[config.mk]
export PLATFORM = sky130hd
export DESIGN_NAME = intvl_chan
export DESIGN_NICKNAME = d
export VERILOG_FILES = /design/src/rtl/intvl_pkg.sv /design/src/rtl/intvl_gate_edge.sv /design/src/rtl/intvl_tick_tracker.sv /design/src/rtl/intvl_out_shaper.sv /design/src/rtl/intvl_chan.sv
export SDC_FILE = /design/constraint.sdc
export NUM_CORES = 1
export LEC_CHECK = 0
export BUFFER_PORTS_ARGS = -buffer_cell sky130_fd_sc_hd__buf_2
export CORE_ASPECT_RATIO = 1.5
export CORE_MARGIN = 1.5
export CORE_UTILIZATION = 60
export DETAILED_ROUTE_END_ITERATION = 6
export PLACE_DENSITY_LB_ADDON = 0.15
export SYNTH_ARGS = -nofsm -noshare
export SYNTH_HDL_FRONTEND = slang
export SYNTH_SLANG_ARGS = --single-unit
[constraint.sdc]
create_clock -name clk -period 18.2 [get_ports clk]
set_input_delay 3.64 -clock clk [delete_from_list [all_inputs] [get_ports clk]]
set_output_delay 3.64 -clock clk [all_outputs]
set_load 0.005 [all_outputs]
[src/rtl/intvl_pkg.sv]
package intvl_pkg;
  localparam int CW = 16;           // count width
  localparam int PW = CW + 1;       // period width (holds 2^CW)
  localparam int EW = CW + 1;       // saturating elapsed width

  typedef enum logic [2:0] {
    M_TERM   = 3'd0,
    M_ONESHOT= 3'd1,
    M_RATE   = 3'd2,
    M_SQUARE = 3'd3,
    M_SWSTRB = 3'd4,
    M_HWSTRB = 3'd5
  } chan_mode_e;

  // codes 6 and 7 fold onto rate and square
  function automatic chan_mode_e fold_mode(input logic [2:0] code);
    logic [2:0] m;
    m = (code > 3'd5) ? (code - 3'd4) : code;
    return chan_mode_e'(m);
  endfunction

  function automatic logic [PW-1:0] period_of(input logic [CW-1:0] v);
    return (v == '0) ? (PW'(1) << CW) : {1'b0, v};
  endfunction

  function automatic logic gate_pauses(input chan_mode_e m);
    return (m == M_TERM) || (m == M_SWSTRB);
  endfunction

  function automatic logic gate_retrigs(input chan_mode_e m);
    return (m == M_ONESHOT) || (m == M_RATE) || (m == M_SQUARE) || (m == M_HWSTRB);
  endfunction

  // live count from elapsed state
  function automatic logic [CW-1:0] live_count(input chan_mode_e m,
      input logic [PW-1:0] per, input logic [CW-1:0] wrap_el,
      input logic [PW-1:0] ph);
    logic [PW:0] dbl;
    logic [PW-1:0] diff;
    case (m)
      M_RATE: begin
        diff = per - ph;
        return diff[CW-1:0];
      end
      M_SQUARE: begin
        dbl = {ph, 1'b0};
        if (dbl >= {1'b0, per}) dbl = dbl - {1'b0, per};
        diff = per - dbl[PW-1:0];
        return diff[CW-1:0];
      end
      default: return per[CW-1:0] - wrap_el;
    endcase
  endfunction

  function automatic logic wave_level(input chan_mode_e m,
      input logic [PW-1:0] per, input logic [EW-1:0] el,
      input logic [PW-1:0] ph);
    logic [PW-1:0] half;
    half = (per >> 1) + PW'(per[0]);
    case (m)
      M_TERM, M_ONESHOT: return el >= per;
      M_RATE:            return (ph == '0) && (el != '0);
      M_SQUARE:          return ph < half;
      default:           return el == per;
    endcase
  endfunction
endpackage

[src/rtl/intvl_gate_edge.sv]
module intvl_gate_edge (
  input  logic clk,
  input  logic rst_n,
  input  logic gate_i,
  output logic rise_o
);
  logic gate_q;

  always_ff @(posedge clk) begin
    if (!rst_n) gate_q <= 1'b0;
    else        gate_q <= gate_i;
  end

  assign rise_o = gate_i & ~gate_q;

  // R9 support: a rise cannot be seen two edges in a row
  p_rise_single_r9: assert property (@(posedge clk) disable iff (!rst_n)
    rise_o |=> !rise_o);
endmodule

[src/rtl/intvl_tick_tracker.sv]
module intvl_tick_tracker
  import intvl_pkg::*;
(
  input  logic          clk,
  input  logic          rst_n,
  input  logic          load_i,
  input  logic          restart_i,
  input  logic          adv_i,
  input  logic [PW-1:0] per_i,
  output logic [EW-1:0] el_o,
  output logic [CW-1:0] wrap_o,
  output logic [PW-1:0] ph_o
);
  localparam logic [EW-1:0] EL_MAX = '1;

  logic [PW-1:0] ph_inc;
  assign ph_inc = ph_o + PW'(1);

  always_ff @(posedge clk) begin
    if (!rst_n) begin
      el_o   <= '0;
      wrap_o <= '0;
      ph_o   <= '0;
    end else if (load_i || restart_i) begin
      el_o   <= '0;
      wrap_o <= '0;
      ph_o   <= '0;
    end else if (adv_i) begin
      el_o   <= (el_o == EL_MAX) ? el_o : el_o + EW'(1);
      wrap_o <= wrap_o + CW'(1);
      ph_o   <= (ph_inc == per_i) ? '0 : ph_inc;
    end
  end

  p_load_clears_r3: assert property (@(posedge clk) disable iff (!rst_n)
    load_i |=> (el_o == '0 && ph_o == '0 && wrap_o == '0));
  p_hold_idle_r11: assert property (@(posedge clk) disable iff (!rst_n)
    (!load_i && !restart_i && !adv_i) |=> ($stable(el_o) && $stable(ph_o)));
  p_phase_in_period_r5: assert property (@(posedge clk) disable iff (!rst_n)
    (!load_i) |=> (ph_o < per_i));
endmodule

[src/rtl/intvl_out_shaper.sv]
module intvl_out_shaper
  import intvl_pkg::*;
(
  input  logic          armed_i,
  input  chan_mode_e    mode_i,
  input  logic [PW-1:0] per_i,
  input  logic [EW-1:0] el_i,
  input  logic [CW-1:0] wrap_i,
  input  logic [PW-1:0] ph_i,
  output logic          out_o,
  output logic [CW-1:0] count_o
);
  always_comb begin
    if (!armed_i) begin
      out_o   = 1'b0;
      count_o = '0;
    end else begin
      out_o   = wave_level(mode_i, per_i, el_i, ph_i);
      count_o = live_count(mode_i, per_i, wrap_i, ph_i);
    end
  end
endmodule

[src/rtl/intvl_chan.sv]
module intvl_chan
  import intvl_pkg::*;
(
  input  logic          clk,
  input  logic          rst_n,
  input  logic          tick_en,
  input  logic          load_stb,
  input  logic [15:0]   load_val,
  input  logic [2:0]    mode_sel,
  input  logic          gate,
  output logic          out,
  output logic [15:0]   count_val
);
  logic          armed;
  chan_mode_e    mode_q;
  logic [PW-1:0] per_q;

  always_ff @(posedge clk) begin
    if (!rst_n) begin
      armed  <= 1'b0;
      mode_q <= M_TERM;
      per_q  <= PW'(1) << CW;
    end else if (load_stb) begin
      armed  <= 1'b1;
      mode_q <= fold_mode(mode_sel);
      per_q  <= period_of(load_val);
    end
  end

  // named events for checking
  logic gate_rise, restart_evt, adv_evt;

  intvl_gate_edge u_gate (
    .clk(clk), .rst_n(rst_n), .gate_i(gate), .rise_o(gate_rise));

  assign restart_evt = armed && gate_rise && gate_retrigs(mode_q);
  assign adv_evt     = armed && tick_en && (gate || !gate_pauses(mode_q));

  logic [EW-1:0] el;
  logic [CW-1:0] wrap_el;
  logic [PW-1:0] ph;

  intvl_tick_tracker u_track (
    .clk(clk), .rst_n(rst_n), .load_i(load_stb), .restart_i(restart_evt),
    .adv_i(adv_evt), .per_i(per_q), .el_o(el), .wrap_o(wrap_el), .ph_o(ph));

  intvl_out_shaper u_shape (
    .armed_i(armed), .mode_i(mode_q), .per_i(per_q), .el_i(el),
    .wrap_i(wrap_el), .ph_i(ph), .out_o(out), .count_o(count_val));

  p_idle_low_r1: assert property (@(posedge clk) disable iff (!rst_n)
    !armed |-> (!out && count_val == '0));
  p_term_sticky_r4: assert property (@(posedge clk) disable iff (!rst_n)
    (armed && mode_q == M_TERM && out && !load_stb) |=> out);
  p_strobe_one_tick_r7: assert property (@(posedge clk) disable iff (!rst_n)
    (armed && (mode_q == M_SWSTRB || mode_q == M_HWSTRB) && out && adv_evt
     && !load_stb && !restart_evt) |=> !out);
  p_pause_gate_r8: assert property (@(posedge clk) disable iff (!rst_n)
    (armed && mode_q == M_TERM && !gate && !load_stb) |=> $stable(count_val));
endmodule

# == Yosys cells after proc, flatten, opt, wreduce, memory -nomap -nowiden ==
# Cells that the tools add are included.
# word_totals
input_bits,24
out_inout_bits,17
wordCells,61
register_bits,72
# op_classes
mux,10
eq_ne,8
n_reduce_logical,19
bitwise_logic,4
n_lt_le_gt_ge,4
add_sub_neg,9
# op_table
op,n
$mux 16,4
$sub 16x16->16,4
$add 17x1->17 const B,2
$eq 17x17->1,2
$mux 17,2
$pmux 16 s2,1
$ge 18x17->1,1
$add 16x1->17,1
$eq 17x17->1 const B,1
$ge 17x17->1,1
$logic_not 17->1,1
$lt 17x17->1,1
$reduce_bool 17->1,1
$add 16x1->16 const B,1
$logic_not 16->1,1
$eq 3x2->1 const B,2
$eq 3x3->1 const B,2
$logic_or 1x1->1,6
$logic_and 1x1->1,5
$reduce_or 2->1,2
$eq 3x1->1 const B,1
$gt 3x3->1 const B,1
$logic_not 3->1,1
$mux 3,1
7 further kinds,9

# == Longest topological paths before layout ==
# Gate-level depths: netlist of the first run.
# depth
depth_word,7
mapped_depth,23
depth_no_buf,19

# == By module ==
# From an unflattened synthesis of the first run, not the netlist that was laid out.
# unflattened
cells_unflattened,841
hier_area_um2,6775.2
# modules_own_cells
module,seq_area_each_um2,area_each_um2,cells_per_inst,instances
intvl_out_shaper,0.0,3090.5,434,1
intvl_tick_tracker,1001.0,2757.6,326,1
intvl_chan,420.4,887.1,78,1
intvl_gate_edge,20.0,40.0,3,1

# == Worst setup path after synthesis of the first run ==
# OpenSTA, ideal clock, no wires.
# synth_path
path_type,register to output
from,register per_q[8]
to,output port count_val[14]
t_required_ns,14.560
t_arrival_ns,4.870
stages_incl_launch_ff,23
path_buffers,4
slack_ns,9.690
path_cell_list,dfxtp_1 clkbuf_1 inv_1 ha_1 buf_2 and3_1 a221o_1 a31o_1 o31a_1 nor2_4 buf_6 buf_4 o221ai_1 o21a_1 ha_1 fa_1 nor2b_1 o21ai_0 a21boi_0 o2111ai_1 a21oi_1 o311ai_0 o311ai_0
# synth_via
elab_chain_len,7
word_cells_on_any_way,10
classes_between,4 x add/sub; 1 x order compare; 5 x mux
# synth_rtl
item,line,source
from (decl),intvl_chan.sv:16,logic [PW-1:0] per_q;
from (signal assigned),intvl_chan.sv:22,per_q <= PW'(1) << CW;
from (signal assigned),intvl_chan.sv:26,per_q <= period_of(load_val);
$sub 16x16->16 / $ge 18x17->1 (equally long branches),intvl_pkg.sv:47,"if (dbl >= {1'b0, per}) dbl = dbl - {1'b0, per};"
$mux 16,intvl_pkg.sv:47,
$mux 16,intvl_pkg.sv:40,case (m)
$mux 16,intvl_out_shaper.sv:14,if (!armed_i) begin
$sub 16x16->16,intvl_pkg.sv:48,diff = per - dbl[PW-1:0];
$pmux 16 s2 *,intvl_pkg.sv:40,
$mux 16 *,intvl_out_shaper.sv:14,
to (decl),intvl_chan.sv:12,output logic [15:0] count_val
# Mark *: on every way between the ends. The rest lies on a longest branch, timed or not. The select of a mux whose other input is x is not followed.

# == Worst setup path after layout of the first run ==
# Same ends and word-level chain as after synthesis.

==> results.ini, run 1 <==
[run_status]
run_status=finished clean

[sta]
finalHoldViolCount=0
skew_ps=4.921
grt_setup_unrepaired=no
hold_ws_ps=496.0
fmax_ghz=0.1018
period_minus_slack_ps=9828
fin_crit_sh_pct=54.00
maxSlewViolCount=0
maxSlewHeadroom_pct=21.79
setup_violations=0
tns_ps=0
worstMarginPinSlew_ps=1173

[placed_design]
dpl_cell_area_um2=7118
dp_hpwl_um=15090
gp_congestion=0.9616
io_buffers=40

[logic_synthesis]
ys_seq_area_share_pct=20.86
synthArstFlopShare_pct=0
synth_seq_cells=72
syn_nets=973
synthFlopType=dfxtp_1
synth_edf_count=0
yosysWarningCount=0
netlist_instances=873
postSynthAreaPerCell_um2=7.916
synthDistinctLibCells=67
syn_area_um2=6910

[pwr]
p_leak_nw=3.049
powerDensity_nw_per_um2=63.75
switchingPower_mw=0.1378
clkPwrFrac_pct=44.1
power_frac_comb_pct=20.6
ir_drop_uv=47.70
p_sw_share_pct=28.97
seq_power_share_pct=35.3
intPower_mw=0.3379

[hold_path]
hold_class=reg2reg

[global_route]
grt.total_usage_pct=33.65
first_global_vias=6605
antenna_found_initial=0
grt_pass1_wl_um=32500
grt.overflow.total=0
grt_max_degree=35

[clock_network]
cts.path.max_buffers=2
clkLatencyLatePin_ps=350
cts_tree=yes
cts_resized=0
cts.sinks=72
cts-buffers-inserted=9
cts_hold_buf=0
cts_root_buf=clkbuf_16
worst_setup_hold_path_clk_slew_ps=60
cts_setup_buffers=0
htreeDepth=3

[finish]
seq_area_um2=1441
layout-drive-gt1-share_pct=8.937
fillers=938
area_delta_synth_final_pct=7.985
postLayoutCellArea_um2=7462
antenna_cells=0
final_nets=980
multi_input_area_um2=5131

[worst_setup_path]
crit_start=per_q[8]$_SDFFE_PN0P_
critPathLaunchType=flop
crit_fanout=21
cp-end-kind=primary output
crit_end=count_val[14]
regToRegSetupSlack_ps=14390
worst-setup-path-type=reg2out
cp.arrival_ps=6190
r2r_cells=8
r2r-start=u_track.ph_o[4]$_SDFFE_PP0P_
worst_r2r_endpoint=u_track.ph_o[5]$_SDFFE_PP0P_
critPathRequiredTime_ps=14560

[routing]
vias_per_cell=6.548
dr.pass1.iters=5
routed_wl_um=20000
via_count=6751
drc=0
first_iter_violations=530
ant_nets=0
routedWlPerCell_um=19.40

[die]
dieArea_um2=12180
die_height_um=134.4
die_w_um=90.63
num_rows=47
start_util_pct=62.17
core_area_um2=11110
num_io_pins=41

[flow_run]
cap_violations=0

## flip-flops by register name, indices dropped and copies added (netlist names)
name            flops
u_track.el_o       17
mode_q              3
armed               1
u_track.ph_o       17
per_q              17
u_track.wrap_o     16
u_gate.gate_q       1
## metal layers
| layer | up-vias | track usage (%) | share of wire [%] |
|---|---|---|---|
| met3 | 54 | 4.932 | 5.0 |
| met2 | 234 | 59.06 | 50 |
| met4 | 0 | 18.52 | 4.5 |
| met1 | 3244 | 38.92 | 40 |
| li1 | 3219 | - | - |
| met5 | - | 0 | 0 |
## final cells by class
cell class | count | area share, %
Multi-Input combinational cell | 720 | 68.76
Sequential cell | 72 | 19.32
Timing Repair Buffer | 46 | 3.286
Clock buffer | 10 | 3.203
Tap cell | 147 | 2.465
Inverter | 31 | 1.559
Clock inverter | 5 | 1.408
## stage by stage
step	setup slack [ps]	cells	utilization [%]	total power, mW
after detailed placement	8901	1016	64.04	0.2668
after floorplan	9690	873	-	0.2390
after global routing	7926	1031	67.14	0.4927
after global placement	9073	1016	64.04	0.2640
after CTS	8513	1031	67.14	0.4754
final	8372	1031	67.14	0.4757
## layout by cell type (no fill, tap or decap), types with 4 or more instances in the layout
| cell | instances |
|---|---|
| nor2_1 | 78 |
| ha_1 | 74 |
| dfxtp_1 | 72 |
| a21oi_1 | 56 |
| nand2_1 | 54 |
| xnor2_1 | 46 |
| nand3_1 | 41 |
| buf_2 | 40 |
| xor2_1 | 36 |
| inv_1 | 31 |
| mux2i_1 | 30 |
| o21ai_0 | 29 |
| nand4_1 | 28 |
| nor2b_1 | 26 |
| a21o_1 | 21 |
| nor4_1 | 17 |
| nor3_1 | 13 |
| or4_1 | 13 |
| a211oi_1 | 12 |
| o21a_1 | 11 |
| a31o_1 | 10 |
| o211ai_1 | 10 |
| or3_1 | 10 |
| nand2b_1 | 9 |
| and3_1 | 9 |
| clkbuf_16 | 9 |
| and4_1 | 7 |
| buf_4 | 6 |
| a31o_2 | 5 |
| a31oi_1 | 5 |
| a22oi_1 | 4 |
| or2_2 | 4 |
| o21bai_1 | 4 |
| nor3b_1 | 4 |
| nand3b_1 | 4 |
## power groups by stage
| stage | combinational [mW] | sequential (mW) | clock (mW) |
|---|---|---|---|
| 6_report | 0.0980 | 0.168 | 0.210 |
| 3_3_place_gp | 0.0932 | 0.171 | 0 |
| 3_5_place_dp | 0.0958 | 0.171 | 0 |
| 2_1_floorplan | 0.0717 | 0.167 | 0 |
| 4_1_cts | 0.0967 | 0.168 | 0.211 |
| 5_1_grt | 0.108 | 0.168 | 0.217 |
## worst min path at each step
| stage | startpoint | to | slack [ps] | cells after the start |
|---|---|---|---|---|
| global placement | u_track.wrap_o[15]$_SDFFE_PP0P_ | u_track.wrap_o[15]$_SDFFE_PP0P_ | 480 | 2 |
| finish | u_track.wrap_o[15]$_SDFFE_PP0P_ | u_track.wrap_o[15]$_SDFFE_PP0P_ | 500 | 2 |
| detailed placement | u_track.wrap_o[15]$_SDFFE_PP0P_ | u_track.wrap_o[15]$_SDFFE_PP0P_ | 490 | 2 |
| global route | u_track.wrap_o[15]$_SDFFE_PP0P_ | u_track.wrap_o[15]$_SDFFE_PP0P_ | 530 | 2 |
| floorplan | u_track.wrap_o[15]$_SDFFE_PP0P_ | u_track.wrap_o[15]$_SDFFE_PP0P_ | 460 | 2 |
| CTS | u_track.wrap_o[15]$_SDFFE_PP0P_ | u_track.wrap_o[15]$_SDFFE_PP0P_ | 490 | 2 |
## synthesized netlist by cell type, types with 3 or more instances
| cell | count | area [um^2] |
|---|---|---|
| nor2_1 | 78 | 292.8 |
| ha_1 | 74 | 925.9 |
| dfxtp_1 | 72 | 1441 |
| a21oi_1 | 56 | 280.3 |
| nand2_1 | 54 | 202.7 |
| xnor2_1 | 46 | 402.9 |
| nand3_1 | 41 | 205.2 |
| xor2_1 | 36 | 315.3 |
| inv_1 | 31 | 116.4 |
| clkbuf_1 | 30 | 112.6 |
| mux2i_1 | 30 | 300.3 |
| o21ai_0 | 29 | 145.1 |
| nand4_1 | 28 | 175.2 |
| nor2b_1 | 26 | 162.7 |
| a21o_1 | 21 | 157.7 |
| nor4_1 | 17 | 106.4 |
| nor3_1 | 13 | 65.06 |
| or4_1 | 13 | 97.59 |
| a211oi_1 | 12 | 90.09 |
| o21a_1 | 11 | 82.58 |
| a31o_1 | 10 | 87.58 |
| o211ai_1 | 10 | 75.07 |
| or3_1 | 10 | 62.56 |
| and3_1 | 9 | 56.30 |
| nand2b_1 | 9 | 56.30 |
| buf_2 | 8 | 40.04 |
| and4_1 | 7 | 61.31 |
| a31o_2 | 5 | 43.79 |
| a31oi_1 | 5 | 31.28 |
| buf_1 | 5 | 18.77 |
| a22oi_1 | 4 | 30.03 |
| buf_6 | 4 | 45.04 |
| nand3b_1 | 4 | 30.03 |
| nor3b_1 | 4 | 30.03 |
| o21bai_1 | 4 | 30.03 |
| or2_2 | 4 | 25.02 |
| a21boi_0 | 3 | 22.52 |
| a311oi_1 | 3 | 26.28 |
| and2_1 | 3 | 18.77 |
| buf_4 | 3 | 22.52 |
| o311ai_0 | 3 | 26.28 |
| o31a_1 | 3 | 26.28 |
## logic make-up after synthesis
kind of cell             synth area share (%)
AND/OR/NAND/NOR                         25.77
adder cells (fa/ha/maj)                 13.98
buffers and inverters                   5.142
XOR/XNOR                                10.63
AO/OA/AOI/OAI                           19.12
flip-flops                              20.86
multiplexers                            4.508
## critical path: stages, from the launching register on
cell       delay [ps]
dfxtp_1           620
inv_1             160
ha_1              420
and3_1            220
a221o_1           300
a31o_1            210
o31a_1            310
nor2_4            510
o221ai_1          260
o21a_1            180
ha_1              200
fa_1              400
nor2b_1           150
o21ai_0           110
a21boi_0          410
o2111ai_1         220
a21oi_1           280
o311ai_0          310
o311ai_0          390
buf_2             180
Power figures use the tool's default switching activity.
==> inputs of run 2 (changes only) <==
--- a/config.mk
+++ b/config.mk
@@ -8,7 +8,7 @@
 export BUFFER_PORTS_ARGS = -buffer_cell sky130_fd_sc_hd__buf_2
 export CORE_ASPECT_RATIO = 1.5
 export CORE_MARGIN = 1.5
-export CORE_UTILIZATION = 60
+export CORE_UTILIZATION = 57
 export DETAILED_ROUTE_END_ITERATION = 6
 export PLACE_DENSITY_LB_ADDON = 0.15
 export SYNTH_ARGS = -nofsm -noshare
==> constraint.sdc (replaced) <==
create_clock -name clk -period 8 [get_ports clk]
set_input_delay 1.6 -clock clk [delete_from_list [all_inputs] [get_ports clk]]
set_output_delay 1.6 -clock clk [all_outputs]
set_load 0.005 [all_outputs]
==> run 2 against run 1 <==
  * Cell area shrank 0.17%
  * Global-route usage shrank 1.1 points
  * Hold slack gained 31 ps
  * Wire length grew 3.0%
  * First-iteration DRC count shrank 22%
  * Register-to-register slack lost 10000 ps
  * Clock skew grew 3.4 ps
  * Clock-buffer cell count shrank 1
  * Sequential share of layout area is essentially flat
  * Critical path depth grew 1
  * Worst setup slack lost 7900 ps
  * Clock power grew 92%
==> results.ini, run 2 (synthesized netlist as in run 1, its figures left out) <==
[finish]
layout_common_cells=nor2_1 (78), ha_1 (74), dfxtp_1 (72)  ; unchanged
final_cells=1042  ; was 1,031
layout-drive-gt1-share_pct=9.449  ; was 8.937%
area_delta_synth_final_pct=7.804  ; was 7.985%
antenna_cells=0  ; unchanged
postLayoutCellArea_um2=7450  ; was 7462 um^2
final_nets=985  ; was 980
reg_top3=per_q x17, u_track.el_o x17, u_track.ph_o x17  ; unchanged
layout_commonest_cell=nor2_1  ; unchanged

[global_route]
grt.total_usage_pct=32.59  ; was 33.65%
grt.overflow.total=0  ; unchanged
antenna_found_initial=0  ; unchanged
first_global_vias=6204  ; was 6,605
grt_max_degree=35  ; unchanged
grt_pass1_wl_um=32170  ; was 32,500 um

[sta]
skew_ps=8.302  ; was 4.921 ps
finalHoldViolCount=0  ; unchanged
maxSlewHeadroom_pct=20.14  ; was 21.79%
worstMarginPinSlew_ps=1189  ; was 1173 ps
period_minus_slack_ps=7552
setup_violations=0  ; unchanged
maxSlewViolCount=0  ; unchanged
fin_crit_sh_pct=94.40
hold_ws_ps=527.2  ; was 496.0 ps
fmax_ghz=0.1324
tns_ps=0  ; unchanged
grt_setup_unrepaired=no  ; unchanged

[die]
num_io_pins=41  ; unchanged
start_util_pct=58.10  ; was 62.17%
num_rows=49  ; was 47
dieArea_um2=12810  ; was 12,180 um^2
core_area_um2=11890  ; was 11,110 um^2
die_w_um=92.90  ; was 90.63 um
die_height_um=137.9  ; was 134.4 um

[routing]
ant_nets=0  ; unchanged
drc=0  ; unchanged
dr.pass1.iters=5  ; unchanged
via_count=6661  ; was 6,751
routedWlPerCell_um=19.77  ; was 19.40 um
vias_per_cell=6.393  ; was 6.548
first_iter_violations=413  ; was 530
routed_wl_um=20600  ; was 20,000 um

[clock_network]
cts_setup_buffers=0  ; unchanged
cts.sinks=72  ; unchanged
cts-buffers-inserted=9  ; unchanged
htreeDepth=3  ; unchanged
cts_root_buf=clkbuf_16  ; unchanged
worst_setup_hold_path_clk_slew_ps=60  ; about the same
clkLatencyLatePin_ps=340  ; was 350 ps
cts.path.max_buffers=2  ; unchanged
cts_tree=yes  ; unchanged

[placed_design]
dp_hpwl_um=15810  ; was 15,090 um
dpl_cell_area_um2=7163  ; was 7118 um^2
gp_congestion=1.002  ; was 0.9616
io_buffers=40  ; unchanged
place_inst=1027  ; was 1,016

[pwr]
ir_drop_uv=115.1  ; was 47.70 uV
p_leak_nw=3.057  ; was 3.049 nW
powerDensity_nw_per_um2=135.3  ; was 63.75 nW/um^2
p_total_mw=1.008  ; was 0.4757 mW

[worst_setup_path]
critPathRequiredTime_ps=6400  ; was 14,560 ps
cp_top_family=compound AO/OA/AOI/OAI gates  ; unchanged
critical_path_buf_inv_count=2  ; unchanged
path_cells=inv_1 > fa_1 > a21oi_1 > o21ai_0 > a31o_1 > o31a_1 > nor2_4 > mux2i_1 > a211oi_1 > a21oi_1 > ha_1 > nor2b_1 > o2111ai_1 > nand3_1 > a2111oi_0 > o21ai_0 > nand3_1 > nand2_1 > mux2i_1 > buf_2  ; was inv_1 > ha_1 > and3_1 > a221o_1 > a31o_1 > o31a_1 > nor2_4 > o221ai_1 > o21a_1 > ha_1 > fa_1 > nor2b_1 > o21ai_0 > a21boi_0 > o2111ai_1 > a21oi_1 > o311ai_0 > o311ai_0 > buf_2
worst_r2r_endpoint=u_track.ph_o[5]$_SDFFE_PP0P_  ; unchanged
r2r-start=u_track.ph_o[0]$_SDFFE_PP0P_  ; was u_track.ph_o[4]$_SDFFE_PP0P_
worst-setup-path-type=reg2out  ; unchanged
cp-end-kind=primary output  ; unchanged
max_stage_delay_ps=770  ; was 620 ps
regToRegSetupSlack_ps=4090  ; was 14,390 ps
critPathLaunchType=flop  ; unchanged
cpMaxStageDelayCell=a2111oi_0  ; was dfxtp_1
cp.arrival_ps=5950  ; was 6190 ps
crit_start=per_q[0]$_SDFFE_PN0P_  ; was per_q[8]$_SDFFE_PN0P_
crit_fanout=21  ; unchanged
r2r_cells=9  ; was 8

[hold_path]
min-delay-start=u_track.wrap_o[15]$_SDFFE_PP0P_  ; unchanged
hold_class=reg2reg  ; unchanged
hold_path_end=u_track.wrap_o[15]$_SDFFE_PP0P_  ; unchanged
worstHoldPathCells=2  ; unchanged

[run_status]
run_status=finished clean  ; unchanged

[flow_run]
cap_violations=0  ; unchanged

run 2: layer usage:
metal,part of all wire [%],global-route usage [%],up-vias
met3,5.0,4.002,47
met1,41,39.27,3146
met4,4.4,16.50,0
met5,0,0,-
met2,49,56.61,243
li1,-,-,3225
run 2: area by class of cell:
cell class / count / area [um^2]
flip-flops and latches: 72 / 1441
repair buffers: 51 / 282.8
multi-input cells: 720 / 5131
fillers: 1073 / 4444
inverters: 31 / 116.4
clock buffers: 9 / 225.2
well taps: 153 / 191.4
clock inverters: 6 / 61.31
run 2: where the power goes:
group	total, mW	switching, mW	leakage (nW)	internal (mW)
sequential	0.381	0.0158	0.585	0.365
clock	0.403	0.164	0.141	0.239
combinational	0.224	0.132	2.33	0.0923
total	1.01	0.312	3.06	0.696
run 2: worst max-delay path by stage:
stage                          to  depth (start not counted)
floorplan           count_val[14]                         22
global placement    count_val[14]                         19
detailed placement  count_val[14]                         20
CTS                 count_val[14]                         20
global route        count_val[14]                         19
finish              count_val[15]                         20
run 2: repair_timing:
item | in CTS | in global routing
endpoints found under the setup margin | 0 | 1
gates resized for setup | 0 | 1
hold buffers | 0 | 0
run 2: metrics by stage:
step           utilization (%)  worst slack [ps]
4_1_cts                  62.63             469.0
2_1_floorplan                -              1530
3_3_place_gp             60.23              1058
3_5_place_dp             60.23             887.1
5_1_grt                  62.63             54.02
6_report                 62.63             448.3
run 2: worst reg2reg max path, stage by stage (launching register included):
cell     delay [ps]
dfxtp_1         580
ha_1            320
and4_1          530
nand3_1         240
or2_1           340
xnor2_1         190
nand4_1         170
nor4_4          950
nor3_1          120
a311o_1         350
==> inputs of run 3 (changes only) <==
--- a/config.mk
+++ b/config.mk
@@ -11,6 +11,7 @@
 export CORE_UTILIZATION = 57
 export DETAILED_ROUTE_END_ITERATION = 6
 export PLACE_DENSITY_LB_ADDON = 0.15
+export REMOVE_ABC_BUFFERS = 1
 export SYNTH_ARGS = -nofsm -noshare
 export SYNTH_HDL_FRONTEND = slang
 export SYNTH_SLANG_ARGS = --single-unit
==> run 3 against run 2 <==
  * Wire length down 0.48%
  * Critical path depth unchanged
  * Worst setup slack better by 14 ps
  * Global-route usage hardly changed
  * Sequential power about the same
  * Die area did not move
  * Register-to-register slack worse by 50 ps
==> results.ini, run 3 (synthesized netlist as in run 1, its figures left out) <==
[placed_design]
pre_cts_slack_ps=923.5  ; was 887.1 ps
dp_hpwl_um=15500  ; was 15,810 um
gp_congestion=0.9573  ; was 1.002
io_buffers=40  ; unchanged
place_inst=1025  ; was 1,027

[die]
start_util_pct=58.10  ; unchanged
die_height_um=137.9  ; unchanged
num_io_pins=41  ; unchanged
core_area_um2=11890  ; unchanged
num_rows=49  ; unchanged
dieArea_um2=12810  ; unchanged
die_w_um=92.90  ; unchanged

[clock_network]
clkLatencyLatePin_ps=340  ; about the same
worst_setup_hold_path_clk_slew_ps=60  ; about the same
cts_tree=yes  ; unchanged
cts_root_buf=clkbuf_16  ; unchanged
cts.sinks=72  ; unchanged
cts-buffers-inserted=9  ; unchanged
cts_resized=0  ; unchanged
htreeDepth=3  ; unchanged
cts_hold_buf=0  ; unchanged
cts_setup_buffers=0  ; unchanged
cts.path.max_buffers=2  ; unchanged

[sta]
tns_ps=0  ; unchanged
grt_setup_unrepaired=no  ; unchanged
timing.final.ws_setup_ps=462.0  ; was 448.3 ps
setup_violations=0  ; unchanged
fmax_ghz=0.1327  ; was 0.1324 GHz
worstMarginPinSlew_ps=1184  ; was 1189 ps
fin_crit_sh_pct=94.22  ; was 94.40%
period_minus_slack_ps=7538  ; was 7552 ps
maxSlewHeadroom_pct=20.45  ; was 20.14%
skew_ps=9.773  ; was 8.302 ps
maxSlewViolCount=0  ; unchanged
finalHoldViolCount=0  ; unchanged

[global_route]
grt_max_degree=35  ; unchanged
grt.overflow.total=0  ; unchanged
grt_pass1_wl_um=32170  ; about the same
first_global_vias=6457  ; was 6,204
grt.total_usage_pct=32.62  ; was 32.59%
antenna_found_initial=0  ; unchanged

[finish]
layout-drive-gt1-share_pct=9.245  ; was 9.449%
area_delta_synth_final_pct=8.075  ; was 7.804%
layout_commonest_cell=nor2_1  ; unchanged
antenna_cells=0  ; unchanged
final_cells=1040  ; was 1,042
final_nets=983  ; was 985
layout_common_cells=nor2_1 (78), ha_1 (74), dfxtp_1 (72)  ; unchanged
reg_top3=per_q x17, u_track.el_o x17, u_track.ph_o x17  ; unchanged

[routing]
routedWlPerCell_um=19.71  ; was 19.77 um
vias_per_cell=6.445  ; was 6.393
ant_nets=0  ; unchanged
dr.pass1.iters=5  ; unchanged
drc=0  ; unchanged
via_count=6703  ; was 6,661
routed_wl_um=20500  ; was 20,600 um
first_iter_violations=446  ; was 413

[worst_setup_path]
worst-setup-path-type=reg2out  ; unchanged
crit_fanout=21  ; unchanged
critPathLaunchType=flop  ; unchanged
regToRegSetupSlack_ps=4040  ; was 4090 ps
cp-end-kind=primary output  ; unchanged
cp.arrival_ps=5940  ; was 5950 ps
critPathRequiredTime_ps=6400  ; about the same

[flow_run]
cap_violations=0  ; unchanged

[pwr]
p_leak_nw=3.058  ; was 3.057 nW
p_total_mw=1.053  ; was 1.008 mW
ir_drop_uv=127.0  ; was 115.1 uV
powerDensity_nw_per_um2=141.0  ; was 135.3 nW/um^2

[hold_path]
hold_class=reg2reg  ; unchanged

[run_status]
run_status=finished clean  ; unchanged

-- run 3: power by group --
group	switching [mW]	internal, mW
combinational	0.130	0.0932
sequential	0.0172	0.365
clock	0.168	0.280
-- run 3: metrics by stage --
stage,util (%),hold WS [ps],cell area (um^2)
after detailed placement,60.10,499.8,7148
after global routing,62.79,536.0,7468
final,62.79,520.3,7468
after CTS,62.79,518.2,7468
after global placement,60.10,484.4,7148
after floorplan,-,458.2,6671
-- run 3: cell type report --
cell class / instances / area [um^2]
Clock buffer: 10 / 239.0
Clock inverter: 5 / 81.33
Fill cell: 1087 / 4425
Inverter: 31 / 116.4
Multi-Input combinational cell: 720 / 5131
Sequential cell: 72 / 1441
Tap cell: 153 / 191.4
Timing Repair Buffer: 49 / 267.8
-- run 3: path summary, 6_finish.rpt --
path | cells after the start | endpoint | start
min | 2 | u_track.wrap_o[8]$_SDFFE_PP0P_ | u_track.wrap_o[8]$_SDFFE_PP0P_
min reg2reg | 2 | u_track.wrap_o[8]$_SDFFE_PP0P_ | u_track.wrap_o[8]$_SDFFE_PP0P_
max | 20 | count_val[14] | per_q[8]$_SDFFE_PN0P_
max reg2reg | 9 | u_track.ph_o[5]$_SDFFE_PP0P_ | u_track.ph_o[0]$_SDFFE_PP0P_
-- run 3: layer usage --
layer	up-vias	wire (um)	global-route usage [%]
met3	78	990	4.715
met1	3156	8236	37.14
met4	0	1185	19.87
met5	-	0	0
li1	3223	-	-
met2	246	10090	57.14
-- run 3: critical path, stage by stage (launching register included) --
cell and delay (ps):
dfxtp_1 600, inv_1 160, ha_1 430, and3_1 230, a221o_1 310, a31o_1 210, o31a_1 310, nor2_4 100
buf_4 280, mux2i_1 220, a211oi_1 110, a21o_1 200, fa_1 420, nor2b_1 180, o21ai_0 120, a21boi_0 370
o2111ai_1 180, a21oi_1 300, o311ai_0 300, o311ai_0 390, buf_2 170
